==> config.mk <==
export PLATFORM = sky130hd
export DESIGN_NAME = va_precheck
export DESIGN_NICKNAME = d
export VERILOG_FILES = /design/src/rtl/va_precheck_pkg.sv /design/src/rtl/va_region_sel.sv /design/src/rtl/va_bound_check.sv /design/src/rtl/va_precheck.sv
export SDC_FILE = /design/constraint.sdc
export NUM_CORES = 1
export LEC_CHECK = 0
export BUFFER_PORTS_ARGS = -buffer_cell sky130_fd_sc_hd__buf_2
export CAP_MARGIN = 10
export CORE_ASPECT_RATIO = 0.5
export CORE_MARGIN = 1
export CORE_UTILIZATION = 40
export DETAILED_ROUTE_END_ITERATION = 8
export PLACE_DENSITY = 0.68
export SLEW_MARGIN = 20
export SYNTH_ARGS = -nofsm -noshare
export SYNTH_HDL_FRONTEND = slang
export SYNTH_SLANG_ARGS = --single-unit
==> constraint.sdc <==
create_clock -name clk -period 1 [get_ports clk]
set_input_delay 0.05 -clock clk [delete_from_list [all_inputs] [get_ports clk]]
set_output_delay 0.05 -clock clk [all_outputs]
set_load 0.005 [all_outputs]
==> src/rtl/va_precheck_pkg.sv <==
`timescale 1ns/1ps
package va_precheck_pkg;
    localparam int ADDR_W  = 64;
    localparam int CFG_W   = 64;
    localparam int SZ_W    = 6;
    localparam int SEL_BIT = 55;
    localparam int TAG_LSB = 56;

    // control word positions: lower region / upper region
    localparam int P_TAG_LO  = 37;
    localparam int P_TAG_HI  = 38;
    localparam int P_FEX_LO  = 51;
    localparam int P_FEX_HI  = 52;
    localparam int P_BLK_LO  = 55;
    localparam int P_BLK_HI  = 56;
    localparam int P_NFW_LO  = 53;
    localparam int P_NFW_HI  = 54;
    localparam int P_WOFF_LO = 7;
    localparam int P_WOFF_HI = 23;
    localparam int P_SZ_LO   = 0;
    localparam int P_SZ_HI   = 16;

    typedef enum logic [1:0] {
        ACC_DATA    = 2'd0,
        ACC_FETCH   = 2'd1,
        ACC_NOFAULT = 2'd2,
        ACC_BRANCH  = 2'd3
    } acc_kind_e;

    typedef enum logic [1:0] {
        CAUSE_NONE     = 2'd0,
        CAUSE_RANGE    = 2'd1,
        CAUSE_EL0_BLK  = 2'd2,
        CAUSE_WALK_OFF = 2'd3
    } fault_cause_e;

    typedef struct packed {
        logic            tag_drop;
        logic            fetch_excl;
        logic            el0_block;
        logic            nf_walk_off;
        logic            walk_off;
        logic [SZ_W-1:0] size_off;
    } region_ctl_t;

    typedef struct packed {
        logic              valid;
        logic              fault;
        fault_cause_e      cause;
        logic              nf_fail;
        logic              walk;
        logic              region_hi;
        logic [ADDR_W-1:0] addr;
    } result_t;
endpackage

==> src/rtl/va_region_sel.sv <==
`timescale 1ns/1ps
module va_region_sel
    import va_precheck_pkg::*;
(
    input  logic [CFG_W-1:0] cfg,
    input  logic             sel_hi,
    output region_ctl_t      ctl
);
    region_ctl_t cand [2];
    logic unused_cfg;

    assign unused_cfg = ^cfg;

    always_comb begin
        cand[0].tag_drop    = cfg[P_TAG_LO];
        cand[0].fetch_excl  = cfg[P_FEX_LO];
        cand[0].el0_block   = cfg[P_BLK_LO];
        cand[0].nf_walk_off = cfg[P_NFW_LO];
        cand[0].walk_off    = cfg[P_WOFF_LO];
        cand[0].size_off    = cfg[P_SZ_LO +: SZ_W];
        cand[1].tag_drop    = cfg[P_TAG_HI];
        cand[1].fetch_excl  = cfg[P_FEX_HI];
        cand[1].el0_block   = cfg[P_BLK_HI];
        cand[1].nf_walk_off = cfg[P_NFW_HI];
        cand[1].walk_off    = cfg[P_WOFF_HI];
        cand[1].size_off    = cfg[P_SZ_HI +: SZ_W];
    end

    assign ctl = sel_hi ? cand[1] : cand[0];
endmodule

==> src/rtl/va_bound_check.sv <==
`timescale 1ns/1ps
module va_bound_check #(
    parameter int ADDR_W  = 64,
    parameter int SZ_W    = 6,
    parameter int SEL_BIT = 55,
    parameter int TAG_LSB = 56
) (
    input  logic [ADDR_W-1:0] va,
    input  logic [SZ_W-1:0]   size_off,
    input  logic              tag_drop,
    output logic              out_of_range
);
    localparam int LIM_W = SZ_W + 1;

    logic [LIM_W-1:0]  lo_bit;
    logic [ADDR_W-1:0] mism;

    assign lo_bit = LIM_W'(ADDR_W) - {1'b0, size_off};

    for (genvar i = 0; i < ADDR_W; i++) begin : g_bit
        logic above_span;
        logic in_scope;
        assign above_span = (LIM_W'(i) >= lo_bit);
        assign in_scope   = (i < TAG_LSB) ? 1'b1 : !tag_drop;
        assign mism[i]    = above_span && in_scope && (va[i] != va[SEL_BIT]);
    end

    assign out_of_range = |mism;
endmodule

==> src/rtl/va_precheck.sv <==
`timescale 1ns/1ps
module va_precheck
    import va_precheck_pkg::*;
(
    input  logic              clk,
    input  logic              rst_n,
    input  logic              in_valid,
    input  logic [ADDR_W-1:0] in_va,
    input  logic              in_el0,
    input  logic [1:0]        in_kind,
    input  logic              in_tlb_hit,
    input  logic [CFG_W-1:0]  in_cfg,
    output logic              out_valid,
    output logic              fault_valid,
    output logic [1:0]        fault_cause,
    output logic              nf_fail,
    output logic              walk_req,
    output logic              region_hi,
    output logic [ADDR_W-1:0] out_addr
);
    localparam int TOP_W = ADDR_W - TAG_LSB;

    region_ctl_t ctl;
    acc_kind_e   kind;
    logic        is_fetch;
    logic        drop_eff;
    logic        oor;
    result_t     res_d, res_q;

    assign kind = acc_kind_e'(in_kind);

    va_region_sel u_sel (
        .cfg    (in_cfg),
        .sel_hi (in_va[SEL_BIT]),
        .ctl    (ctl)
    );

    assign is_fetch = (kind == ACC_FETCH) || (kind == ACC_BRANCH);
    assign drop_eff = ctl.tag_drop && !(ctl.fetch_excl && is_fetch);

    va_bound_check #(
        .ADDR_W  (ADDR_W),
        .SZ_W    (SZ_W),
        .SEL_BIT (SEL_BIT),
        .TAG_LSB (TAG_LSB)
    ) u_bound (
        .va           (in_va),
        .size_off     (ctl.size_off),
        .tag_drop     (drop_eff),
        .out_of_range (oor)
    );

    always_comb begin
        res_d = '0;
        if (in_valid) begin
            res_d.valid     = 1'b1;
            res_d.region_hi = in_va[SEL_BIT];
            res_d.addr      = drop_eff
                ? {{TOP_W{in_va[SEL_BIT]}}, in_va[TAG_LSB-1:0]}
                : in_va;
            if (kind != ACC_BRANCH) begin
                if (oor) begin
                    res_d.fault = 1'b1;
                    res_d.cause = CAUSE_RANGE;
                end else if (in_el0 && ctl.el0_block) begin
                    res_d.fault = 1'b1;
                    res_d.cause = CAUSE_EL0_BLK;
                end else if (!in_tlb_hit) begin
                    if (ctl.walk_off) begin
                        res_d.fault = 1'b1;
                        res_d.cause = CAUSE_WALK_OFF;
                    end else if (kind == ACC_NOFAULT && ctl.nf_walk_off) begin
                        res_d.nf_fail = 1'b1;
                    end else begin
                        res_d.walk = 1'b1;
                    end
                end
            end
        end
    end

    always_ff @(posedge clk or negedge rst_n) begin
        if (!rst_n) res_q <= '0;
        else        res_q <= res_d;
    end

    assign out_valid   = res_q.valid;
    assign fault_valid = res_q.fault;
    assign fault_cause = res_q.cause;
    assign nf_fail     = res_q.nf_fail;
    assign walk_req    = res_q.walk;
    assign region_hi   = res_q.region_hi;
    assign out_addr    = res_q.addr;

    assert_region_R1: assert property (@(posedge clk) disable iff (!rst_n)
        in_valid |=> region_hi == $past(in_va[SEL_BIT]));

    assert_low_bits_R3: assert property (@(posedge clk) disable iff (!rst_n)
        in_valid |=> out_addr[TAG_LSB-1:0] == $past(in_va[TAG_LSB-1:0]));

    assert_el0_block_R5: assert property (@(posedge clk) disable iff (!rst_n)
        (in_valid && in_el0 && kind != ACC_BRANCH && ctl.el0_block) |=> fault_valid);

    assert_one_outcome_R8: assert property (@(posedge clk) disable iff (!rst_n)
        $onehot0({fault_valid, nf_fail, walk_req}));

    assert_hit_no_walk_R8: assert property (@(posedge clk) disable iff (!rst_n)
        (in_valid && in_tlb_hit) |=> !walk_req);

    assert_branch_quiet_R9: assert property (@(posedge clk) disable iff (!rst_n)
        (in_valid && kind == ACC_BRANCH) |=> !(fault_valid || nf_fail || walk_req));

    assert_latency_R10: assert property (@(posedge clk) disable iff (!rst_n)
        in_valid |=> out_valid);

    assert_idle_R10: assert property (@(posedge clk) disable iff (!rst_n)
        !in_valid |=> !(out_valid || fault_valid || nf_fail || walk_req));
endmodule

=== Word level (Yosys, flattened, before mapping) ===
Index checks and enable logic that the tools add are counted.

* Reduce and logical (&&, ||, !) cells: 79
* Eq/ne operators: 67
* $lt $le $gt $ge: 63
* Muxes and demuxes: 13
* Add/sub/neg operators: 1

{| class="wikitable"
|+ Operators with widths
! kind !! number
|-
| >= comparator 6 x 7 -> 1 bit, first input constant || 31
|-
| >= comparator 5 x 7 -> 1 bit, first input constant || 16
|-
| logical AND 1 bit || 75
|-
| two-way mux 71 bit || 1
|-
| two-way mux 64 bit || 1
|-
| != test 1 bit || 63
|-
| OR reduction 63 bit || 1
|-
| >= comparator 4 x 7 -> 1 bit, first input constant || 8
|-
| >= comparator 3 x 7 -> 1 bit, first input constant || 4
|-
| >= comparator 1 x 7 -> 1 bit, first input constant || 2
|-
| >= comparator 2 x 7 -> 1 bit, first input constant || 2
|-
| two-way mux 11 bit || 1
|-
| two-way mux 5 bit || 2
|-
| two-way mux 3 bit || 3
|-
| subtractor 7 x 6 -> 7 bit, first input constant || 1
|-
| two-way mux 2 bit || 3
|-
| equality test 2 bit, second input constant || 2
|-
| equality test 2 x 1 -> 1 bit, second input constant || 1
|-
| logical NOT 1 bit || 2
|-
| two-way mux 1 bit || 2
|-
| != test 2 bit, second input constant || 1
|-
| logical OR 1 bit || 1
|}

* Register bits: 71
* Input port bits: 135
* Output and inout port bits: 71
* Logic and storage cells: 230

=== Logic depth before layout (Yosys ltp) ===
Gate-level depths: netlist of run 1.

* Depth after elaboration: 12
* Depth in mapped cells: 20

=== By module ===
A second synthesis of run 1 with hierarchy kept.

* Cell total of the unflattened synthesis: 586
* Area total of the unflattened synthesis: 5203.7 sq um

{| class="wikitable"
|+ By module, submodules not included
! module !! cells each !! area each (sq um) !! instances
|-
| va_bound_check || 413 || 2715.1 || 1
|-
| va_precheck || 161 || 2316.0 || 1
|-
| va_region_sel || 12 || 172.7 || 1
|}

=== Worst setup path before layout of run 1 ===
No wires, ideal clock.

* Kind: input -> register
* Start point: input port in_va[55]
* End point: register res_q, in the netlist nf_fail
* Library setup time: 0.068 ns
* Buffers on the path: 8
* Setup slack: -3.183 ns
* Arrival: 4.115 ns
* Stages: 19
* Cells stage by stage: buf_6 buf_6 buf_2 buf_2 buf_4 buf_2 buf_2 mux2i_1 ha_1 nor4bb_1 o21a_1 or2_1 buf_2 a21oi_1 o311a_1 a2111oi_2 nand4_1 nor3_2 and4bb_1

{| class="wikitable"
|+ RTL lines
! what !! RTL line !! source
|-
| start: declaration || va_precheck.sv:8 || <nowiki>input logic [ADDR_W-1:0] in_va,</nowiki>
|-
| end signal: assignment || va_precheck.sv:84 || <nowiki>else res_q <= res_d;</nowiki>
|-
| end: declaration || va_precheck.sv:28 || <nowiki>result_t res_d, res_q;</nowiki>
|}

==> flow_metrics.py, run 1 <==
metrics = {
    "run_status": {
        "status": "finished, violations left",
        "violations": "setup timing",
    },
    "route": {
        "dr.first_iter.drc_count": 553,
        "vias_per_cell": 5.528,
        "routedWlPerCell_um": 20.30,
        "num_vias": 6484,
        "postRouteAntennaNets": 0,
        "drt_first_pass_iters": 5,
        "routed_wl_um": 23810,
        "drc": 0,
    },
    "timing": {
        "slew_violations": 0,
        "period_needed_ns": 2.786,
        "finalWorstSetupSlack_ns": -1.786,
        "hold_viol": 0,
        "rsz0062_at_grt": "true",
        "worst_pin_slew_ns": 0.6427,
        "period_share_pct": 278.6,
        "final-setup-viol-count": 5,
        "max_freq_mhz": 359.0,
        "relSlewSlack_pct": 56.05,
    },
    "synthesis": {
        "synth_area_per_cell_um2": 8.709,
        "synth_edf_count": 0,
        "syn_nets": 742,
        "seq_area_frac_synth_pct": 33.30,
        "synth_seq_cells": 70,
        "synth_area_um2": 5260,
        "synth-async-reset-ratio_pct": 100.0,
        "ys_warn_count": 0,
        "synth_top_flop_cell": "dfrtp_1",
        "synth_cell_types": 76,
        "synth_cells": 604,
    },
    "place": {
        "hpwl_um": 17850,
        "port_buffers": 163,
        "place.gp.congestion": 0.9785,
        "dp.cells": 1091,
    },
    "finish": {
        "stdcell_count": 1173,
        "area_delta_synth_final_pct": 73.83,
        "drive_gt1_share_pct": 49.85,
        "fin_nets": 1137,
        "antennaDiodeCount": 0,
    },
    "floorplan": {
        "core_region_area_um2": 12740,
        "die_w_um": 164.2,
        "die_area_um2": 13640,
        "start_util_pct": 41.30,
        "boundaryPins": 206,
        "rows": 29,
        "die_h_um": 83.09,
    },
    "pwr": {
        "power.total_mw": 10.54,
        "power_density_nw_per_um2": 1152,
        "leakage_nw": 4.323,
        "ir_drop_v": 0.0007668,
    },
    "clock_network": {
        "cts_tree": "done",
        "cts.clk_slew.worst_paths_ns": 0.06,
        "cts_buffers": 9,
        "htreeDepth": 3,
        "cts-root-buf": "clkbuf_16",
        "cts_buffer_depth": 2,
        "cts.sinks": 70,
    },
    "grt": {
        "grt_pass1_vias": 6229,
        "grt_max_degree": 71,
        "grt_usage_pct": 35.44,
        "grt_overflow": 0,
        "antenna_found_initial": 0,
        "grt_pass1_wl_um": 36250,
    },
    "worst_setup_path": {
        "cp-end-kind": "register",
        "crit_required_ns": 1.27,
        "cp_max_fo": 7,
        "critical_path_class": "in -> reg",
        "crit_path_start_kind": "input pin",
        "arrival_ns": 3.06,
    },
    "run": {
        "cap_violations": 0,
    },
    "hold_path": {
        "min_path_cells": 3,
        "hold_class": "in -> reg",
    },
}
[logic make-up after synthesis]
logic type	share of synthesized area [%]
adders and majority gates	0.7137
buffers and inverters	4.852
DFF	33.30
and+or+nand+nor	26.52
xor gates and xnor gates	6.256
muxes	3.949
AOI/OAI and AO/OA	24.41
[cell type report]
| type | instances | area, um2 |
|---|---|---|
| Fill cell | 998 | 3592 |
| Clock buffer | 9 | 225.2 |
| Inverter | 12 | 45.04 |
| Timing Repair Buffer | 425 | 3017 |
| Sequential cell | 70 | 1752 |
| Multi-Input combinational cell | 481 | 3852 |
| Tap cell | 170 | 212.7 |
| Clock inverter | 6 | 40.04 |
[metal layers]
metal	up-vias	track usage, %	part of all wire [%]
met1	3150	53.49	48
met5	-	0	0
li1	3045	-	-
met2	265	51.32	43
met4	0	5.387	1.0
met3	24	8.492	8.2
[final timing paths]
kind                       startpoint              to
min                         in_va[59]    out_addr[59]
max                         in_va[55]         nf_fail
min in group asynchronous       rst_n  fault_cause[0]
max in group asynchronous       rst_n     out_addr[3]
[state kept, by name, summed over array words and instances, names as in the netlist]
signal,flops
fault_cause,2
fault_valid,1
nf_fail,1
out_addr,64
out_valid,1
walk_req,1
[repair_timing]
item                                    in CTS  in global routing
endpoints found under the setup margin      13                 13
resized for setup                           81                 43
hold buffers                                36                  0
gates cloned                                 0                  1
hold endpoints to repair                   105                  0
buffers inserted                            24                  9
pin swaps                                   27                 22
[where the power goes]
part	switching, mW	internal, mW	total, mW	leakage, nW
Clock	1.34	1.66	3.00	0.131
Combinational	2.33	2.20	4.53	3.29
Sequential	0.0323	2.97	3.01	0.903
[worst max-delay path, stage by stage]
cell and delay (ns):
buf_8 0.09, buf_6 0.11, buf_8 0.12, buf_12 0.11, mux2i_4 0.34, buf_6 0.15, xnor2_2 0.08, buf_6 0.15
buf_4 0.16, nand2_2 0.07, a21oi_2 0.06, o311ai_2 0.25, buf_4 0.17, nand3_4 0.08, or4_4 0.59, nor4b_2 0.26
and4bb_1 0.21
[through the flow]
step	setup slack, ns	util (%)	area, um2	setup TNS, ns	hold slack [ns]
floorplan	-2.381	-	5415	-12.64	-0.2456
global placement	-2.436	60.26	7675	-16.29	0.08550
detailed placement	-2.408	60.26	7675	-16.29	0.09896
CTS	-1.708	69.57	8861	-8.394	0.008372
global route	-1.918	71.79	9144	-9.419	0.002546
finish	-1.786	71.79	9144	-8.637	0.006075
[cells in the final DEF (no fill, tap or decap), drive strengths merged, types with 16 or more instances in the layout]
| cell type | Yosys | final |
|---|---|---|
| buf | 24 | 388 |
| dfrtp | 70 | 70 |
| and2 | 59 | 59 |
| nand2 | 48 | 48 |
| a21oi | 40 | 40 |
| dlygate4sd3 | 0 | 36 |
| nor2 | 25 | 25 |
| o21ai | 25 | 25 |
| nor3 | 24 | 24 |
| nand3 | 22 | 22 |
| xor2 | 19 | 19 |
| xnor2 | 16 | 16 |
[synth_stat cells, drive strengths merged, types with 6 or more instances]
library cell  number  area share (%)
and3               6            0.71
o22ai              8            0.95
xnor2             16             2.9
o21ai             25             2.4
nor4b              6             1.6
and2              59             7.0
nor4               6            0.83
o311ai             6             1.0
a211oi            13             1.9
mux2               7             1.5
inv               12            0.86
nor3              24             2.6
o211ai             8             1.1
nand2b            11             1.3
a21boi             9             1.3
clkbuf            17             1.2
mux2i             10             2.4
a2111oi            6             1.2
nand2             48             3.4
dfrtp             70              33
buf               24             2.8
nand3             22             2.1
xor2              19             3.3
nor2              25             1.8
a31oi              8            0.95
a21oi             40             3.9
(Power assumes the default switching activity.)
==> run 2: changes to the inputs <==
SYNTH_HIERARCHICAL = 1   (was default)
==> flow_metrics.py, run 2 <==
metrics = {
    "worst_setup_path": {
        "max_stage_delay_ns": 0.57,
        "cp_max_fo": 13,
        "crit_required_ns": 1.22,
        "cp-end-kind": "register",
        "critical_path_class": "in -> reg",
        "crit_path_start_kind": "input pin",
        "cp_cell_sequence": "buf_8 > buf_12 > buf_4 > mux2_4 > buf_4 > o21ai_0 > a2bb2oi_4 > and2_2 > buf_4 > o2bb2ai_1 > and3b_1 > o32a_1 > a2111oi_2 > or4b_4 > a21oi_4 > buf_4 > buf_6 > a21oi_1",
        "path_common_cell": "buf_4",
        "arrival_ns": 3.73,
        "critical-path-slowest-cell": "or4b_4",
    },
    "route": {
        "num_vias": 6373,
        "drc": 2,
        "vias_per_cell": 5.670,
        "drt_first_pass_iters": 8,
        "routed_wl_um": 24440,
        "postRouteAntennaNets": 0,
        "routedWlPerCell_um": 21.75,
        "dr.first_iter.drc_count": 556,
    },
    "grt": {
        "grt_max_degree": 71,
        "grt_pass1_vias": 5977,
        "grt_pass1_wl_um": 35200,
        "antenna_found_initial": 1,
        "grt_overflow": 0,
        "grt_usage_pct": 36.04,
    },
    "timing": {
        "relSlewSlack_pct": 49.82,
        "period_needed_ns": 3.506,
        "worst_pin_slew_ns": 0.7470,
        "finalWorstSetupSlack_ns": -2.506,
        "worst_hold_slack_ns": -0.03741,
        "slew_violations": 0,
        "final-setup-viol-count": 13,
        "period_share_pct": 350.6,
        "timing.setup.tns_ns": -16.46,
        "hold_viol": 1,
        "rsz0062_at_grt": "true",
        "max_freq_mhz": 285.2,
    },
    "hold_path": {
        "min_path_cells": 1,
        "hold_class": "in -> reg",
        "worstHoldStart": "in_valid",
        "hold_end": "out_valid",
    },
    "place": {
        "hpwl_um": 18880,
        "post-place-ws_ns": -3.031,
        "place.gp.congestion": 0.9943,
        "port_buffers": 163,
    },
    "synthesis": {
        "synth-async-reset-ratio_pct": 100.0,
        "synth_top_cell_area_share_pct": 33.66,
        "synth_top_flop_cell": "dfrtp_1",
        "ys_warn_count": 6,
        "synth.most_common_cell": "dfrtp_1",
        "synth_cell_types": 92,
        "synth_cells": 586,
        "yosys-top-cells-area": "dfrtp_1, and2_1, mux2_4, a21oi_1, o21ai_0",
        "synth_top_area_cell": "dfrtp_1",
        "synth_edf_count": 0,
        "synth_area_per_cell_um2": 8.880,
        "synth_area_um2": 5204,
        "yosys-top-cells-count": "dfrtp_1, and2_1, nor2_1, nand2_1",
        "seq_area_frac_synth_pct": 33.66,
        "syn_nets": 725,
        "synth_seq_cells": 70,
    },
    "floorplan": {
        "die_w_um": 163.3,
        "die_h_um": 82.65,
        "core_region_area_um2": 12660,
        "rows": 29,
        "start_util_pct": 41.09,
        "boundaryPins": 206,
        "die_area_um2": 13500,
    },
    "finish": {
        "fin_nets": 1089,
        "area_delta_synth_final_pct": 66.58,
        "largest_reg_flops": 64,
        "final_common_cell": "buf_4",
        "finish.utilization_pct": 68.45,
        "antennaDiodeCount": 0,
        "drive_gt1_share_pct": 46.96,
        "layout_common_cells": "buf_4, buf_2, dfrtp_1",
    },
    "clock_network": {
        "cts_buffer_depth": 2,
        "htreeDepth": 3,
        "cts.sinks": 70,
        "cts_hold_buf": 44,
        "cts_tree": "done",
        "cts_buffers": 9,
        "cts-root-buf": "clkbuf_16",
        "cts.clk_slew.worst_paths_ns": 0.06,
    },
    "pwr": {
        "power_density_nw_per_um2": 1249,
        "ir_drop_v": 0.0008775,
        "leakage_nw": 4.145,
    },
    "run_status": {
        "status": "finished, violations left",
        "violations": "DRC, hold timing, setup timing",
    },
    "run": {
        "cap_violations": 0,
    },
}
==> run 2: cell types whose count changed in the layout (fill, tap and decap cells not counted), moves of 9 or more <==
cell	before	now
xor2_1	18	9
a21oi_1	35	25
nand2_1	45	29
nand3_1	19	10
nor2_1	24	34
buf_4	202	165
==> run 2: through the flow <==
stage          cell area [um2]  hold slack (ns)  total power, mW  cells
3_3_place_gp              7441          0.08561            6.694   1047
4_1_cts                   8427         -0.04668            10.56   1116
6_report                  8668         -0.03741            10.83   1124
2_1_floorplan             5326          -0.2456            4.783    586
3_5_place_dp              7441           0.1061            6.720   1047
5_1_grt                   8668         -0.02838            11.25   1124
==> run 2: cell type report <==
class	instances	area (um2)
tap	170	212.7
clock buffer	10	239.0
multi-input combinational	457	3446
timing repair buffer	396	2874
clock inverter	5	82.58
fill	1060	3995
sequential	70	1752
inverter	16	62.56
==> run 2: critical path: cells and delay by family <==
kind,cells,cell delay [ns]
compound gates,7,1.46
buf+inv,7,0.88
mux,1,0.31
simple gates,3,1.01
==> run 2: what timing repair did <==
action                     4_1_cts  5_1_grt
resized for setup               31       46
setup buffers                   10       10
gates cloned                     1        1
hold endpoints to repair       114        1
setup endpoints to repair       13       14
pin swaps                       10       29
==> run 2: worst max-delay path by stage <==
stage | start | end | slack [ns] | cells past startpoint
after floorplan | in_va[55] | walk_req | -2.56 | 19
after global placement | in_va[55] | walk_req | -2.92 | 17
after detailed placement | in_va[55] | nf_fail | -3.03 | 17
after CTS | in_va[55] | nf_fail | -2.45 | 17
after global routing | in_va[55] | nf_fail | -2.63 | 17
final | in_va[55] | fault_valid | -2.51 | 18
==> run 2: report_power, final <==
part           switching (mW)  leakage, nW  internal, mW
sequential             0.0373        0.904          2.98
combinational            2.24         3.08          2.02
clock                    1.30        0.159          2.25
==> run 2: kinds of logic (layout without fill, tap and decap cells) <==
kind of cell,count (synthesis),after routing,synth area share (%)
and+or+nand+nor,225,225,25.32
AOI/OAI and AO/OA,194,194,27.27
muxes,12,12,3.294
xor gates and xnor gates,22,22,3.847
buffers and inverters,59,427,5.650
DFF,70,70,33.66
adders and majority gates,4,4,0.9618
==> run 2: layer usage <==
layer  GRT usage (%)  vias up  wire length (um)
met5               0        -                13
met4           10.65        2               533
met3           12.29       49              3025
met2           54.70      371             10400
met1           48.21     3038             10470
li1                -     2913                 -
==> run 3: changes to the inputs <==
CTS_BUF_LIST = sky130_fd_sc_hd__clkbuf_2 sky130_fd_sc_hd__clkbuf_4 sky130_fd_sc_hd__clkbuf_8   (was default)
==> flow_metrics.py, run 3 (same netlist as run 2, synthesis figures left out) <==
metrics = {
    "run_status": {
        "status": "finished, violations left",
        "violations": "DRC, hold timing, setup timing",
    },
    "timing": {
        "rsz0062_at_grt": "true",
        "period_needed_ns": 3.477,
        "worst_hold_slack_ns": -0.06456,
        "max_freq_mhz": 287.6,
        "timing.setup.tns_ns": -16.13,
        "relSlewSlack_pct": 48.24,
        "finalWorstSetupSlack_ns": -2.477,
        "worst_pin_slew_ns": 0.7682,
        "hold_viol": 1,
        "period_share_pct": 347.7,
        "final-setup-viol-count": 13,
        "slew_violations": 0,
    },
    "place": {
        "dp.cells": 1047,
        "place_area_um2": 7441,
        "port_buffers": 163,
        "hpwl_um": 18880,
        "post-place-ws_ns": -3.031,
        "place.gp.congestion": 0.9943,
    },
    "grt": {
        "antenna_found_initial": 2,
        "grt_max_degree": 71,
        "grt_pass1_wl_um": 35350,
        "grt_usage_pct": 36.15,
        "grt_overflow": 0,
        "grt_pass1_vias": 5984,
    },
    "finish": {
        "drive_gt1_share_pct": 46.08,
        "fin_nets": 1092,
        "final_cell_area_um2": 8582,
        "largest_reg_flops": 64,
        "area_delta_synth_final_pct": 64.92,
        "antennaDiodeCount": 0,
        "finish.utilization_pct": 67.77,
        "layout_common_cells": "buf_4, buf_2, dfrtp_1",
        "final_common_cell": "buf_4",
        "fill_cells": 1071,
        "stdcell_count": 1127,
    },
    "worst_setup_path": {
        "crit_path_start_kind": "input pin",
        "arrival_ns": 3.72,
        "cp_max_fo": 9,
        "crit_required_ns": 1.25,
        "cp-end-kind": "register",
        "critical_path_class": "in -> reg",
    },
    "floorplan": {
        "die_h_um": 82.65,
        "core_region_area_um2": 12660,
        "boundaryPins": 206,
        "die_area_um2": 13500,
        "rows": 29,
        "die_w_um": 163.3,
        "start_util_pct": 41.09,
    },
    "clock_network": {
        "cts_buffer_depth": 2,
        "cts.clk_slew.worst_paths_ns": 0.08,
        "cts-root-buf": "clkbuf_8",
        "cts.sinks": 70,
        "cts_tree": "done",
        "htreeDepth": 3,
        "cts_buffers": 9,
        "cts_hold_buf": 52,
    },
    "pwr": {
        "power_density_nw_per_um2": 1152,
        "ir_drop_v": 0.0007308,
        "power.total_mw": 9.883,
        "leakage_nw": 4.110,
    },
    "route": {
        "vias_per_cell": 5.665,
        "drt_first_pass_iters": 7,
        "postRouteAntennaNets": 0,
        "routed_wl_um": 24380,
        "num_vias": 6385,
        "drc": 2,
        "routedWlPerCell_um": 21.64,
        "dr.first_iter.drc_count": 519,
    },
    "hold_path": {
        "min_path_cells": 1,
        "hold_class": "in -> reg",
    },
    "run": {
        "cap_violations": 0,
    },
}
-- run 3: per-layer routing --
metal	track usage (%)	part of all wire [%]	wire (um)	vias to the layer above
met5	0	0.053	13	-
met4	10.09	2.1	513	2
met3	10.34	11	2570	47
met2	55.38	43	10370	345
met1	49.41	45	10920	3080
li1	-	-	-	2911
-- run 3: worst paths after layout --
check                          start           end  slack (ns)
max in group asynchronous      rst_n  out_addr[10]        0.45
min                         in_valid     out_valid       -0.06
max                        in_va[55]   fault_valid       -2.48
min in group asynchronous      rst_n  out_addr[22]        0.23
-- run 3: cell type report --
cell class	count	area [um2]	share of cell area, %
repair buffers	399	2910	33.91
well taps	170	212.7	2.478
clock inverters	5	82.58	0.9622
flip-flops and latches	70	1752	20.41
inverters	16	62.56	0.7290
clock buffers	10	137.6	1.604
multi-input cells	457	3425	39.90
-- run 3: timing repair --
action	in CTS	in global routing
hold endpoints to repair	123	1
pin swaps	10	22
setup endpoints to repair	13	13
gates resized for setup	31	33
gates cloned	1	1
buffers inserted	10	5
-- run 3: report_power, final --
group / total (mW) / internal [mW] / switching [mW]
clock network: 2.66 / 1.47 / 1.19
logic: 4.21 / 2.00 / 2.21
registers: 3.01 / 2.97 / 0.0375
total: 9.88 / 6.44 / 3.44
-- run 3: worst max-delay path, cell delays in order --
cell       delay [ns]
buf_8            0.11
mux2_4           0.31
buf_4            0.18
or3_4            0.42
buf_4            0.15
a31oi_1          0.21
buf_4            0.21
buf_4            0.13
o21a_1           0.14
o221ai_1         0.15
a41o_1           0.32
a2111oi_2        0.34
or4b_4           0.58
a21oi_4          0.15
buf_4            0.12
buf_6            0.08
a21oi_1          0.06
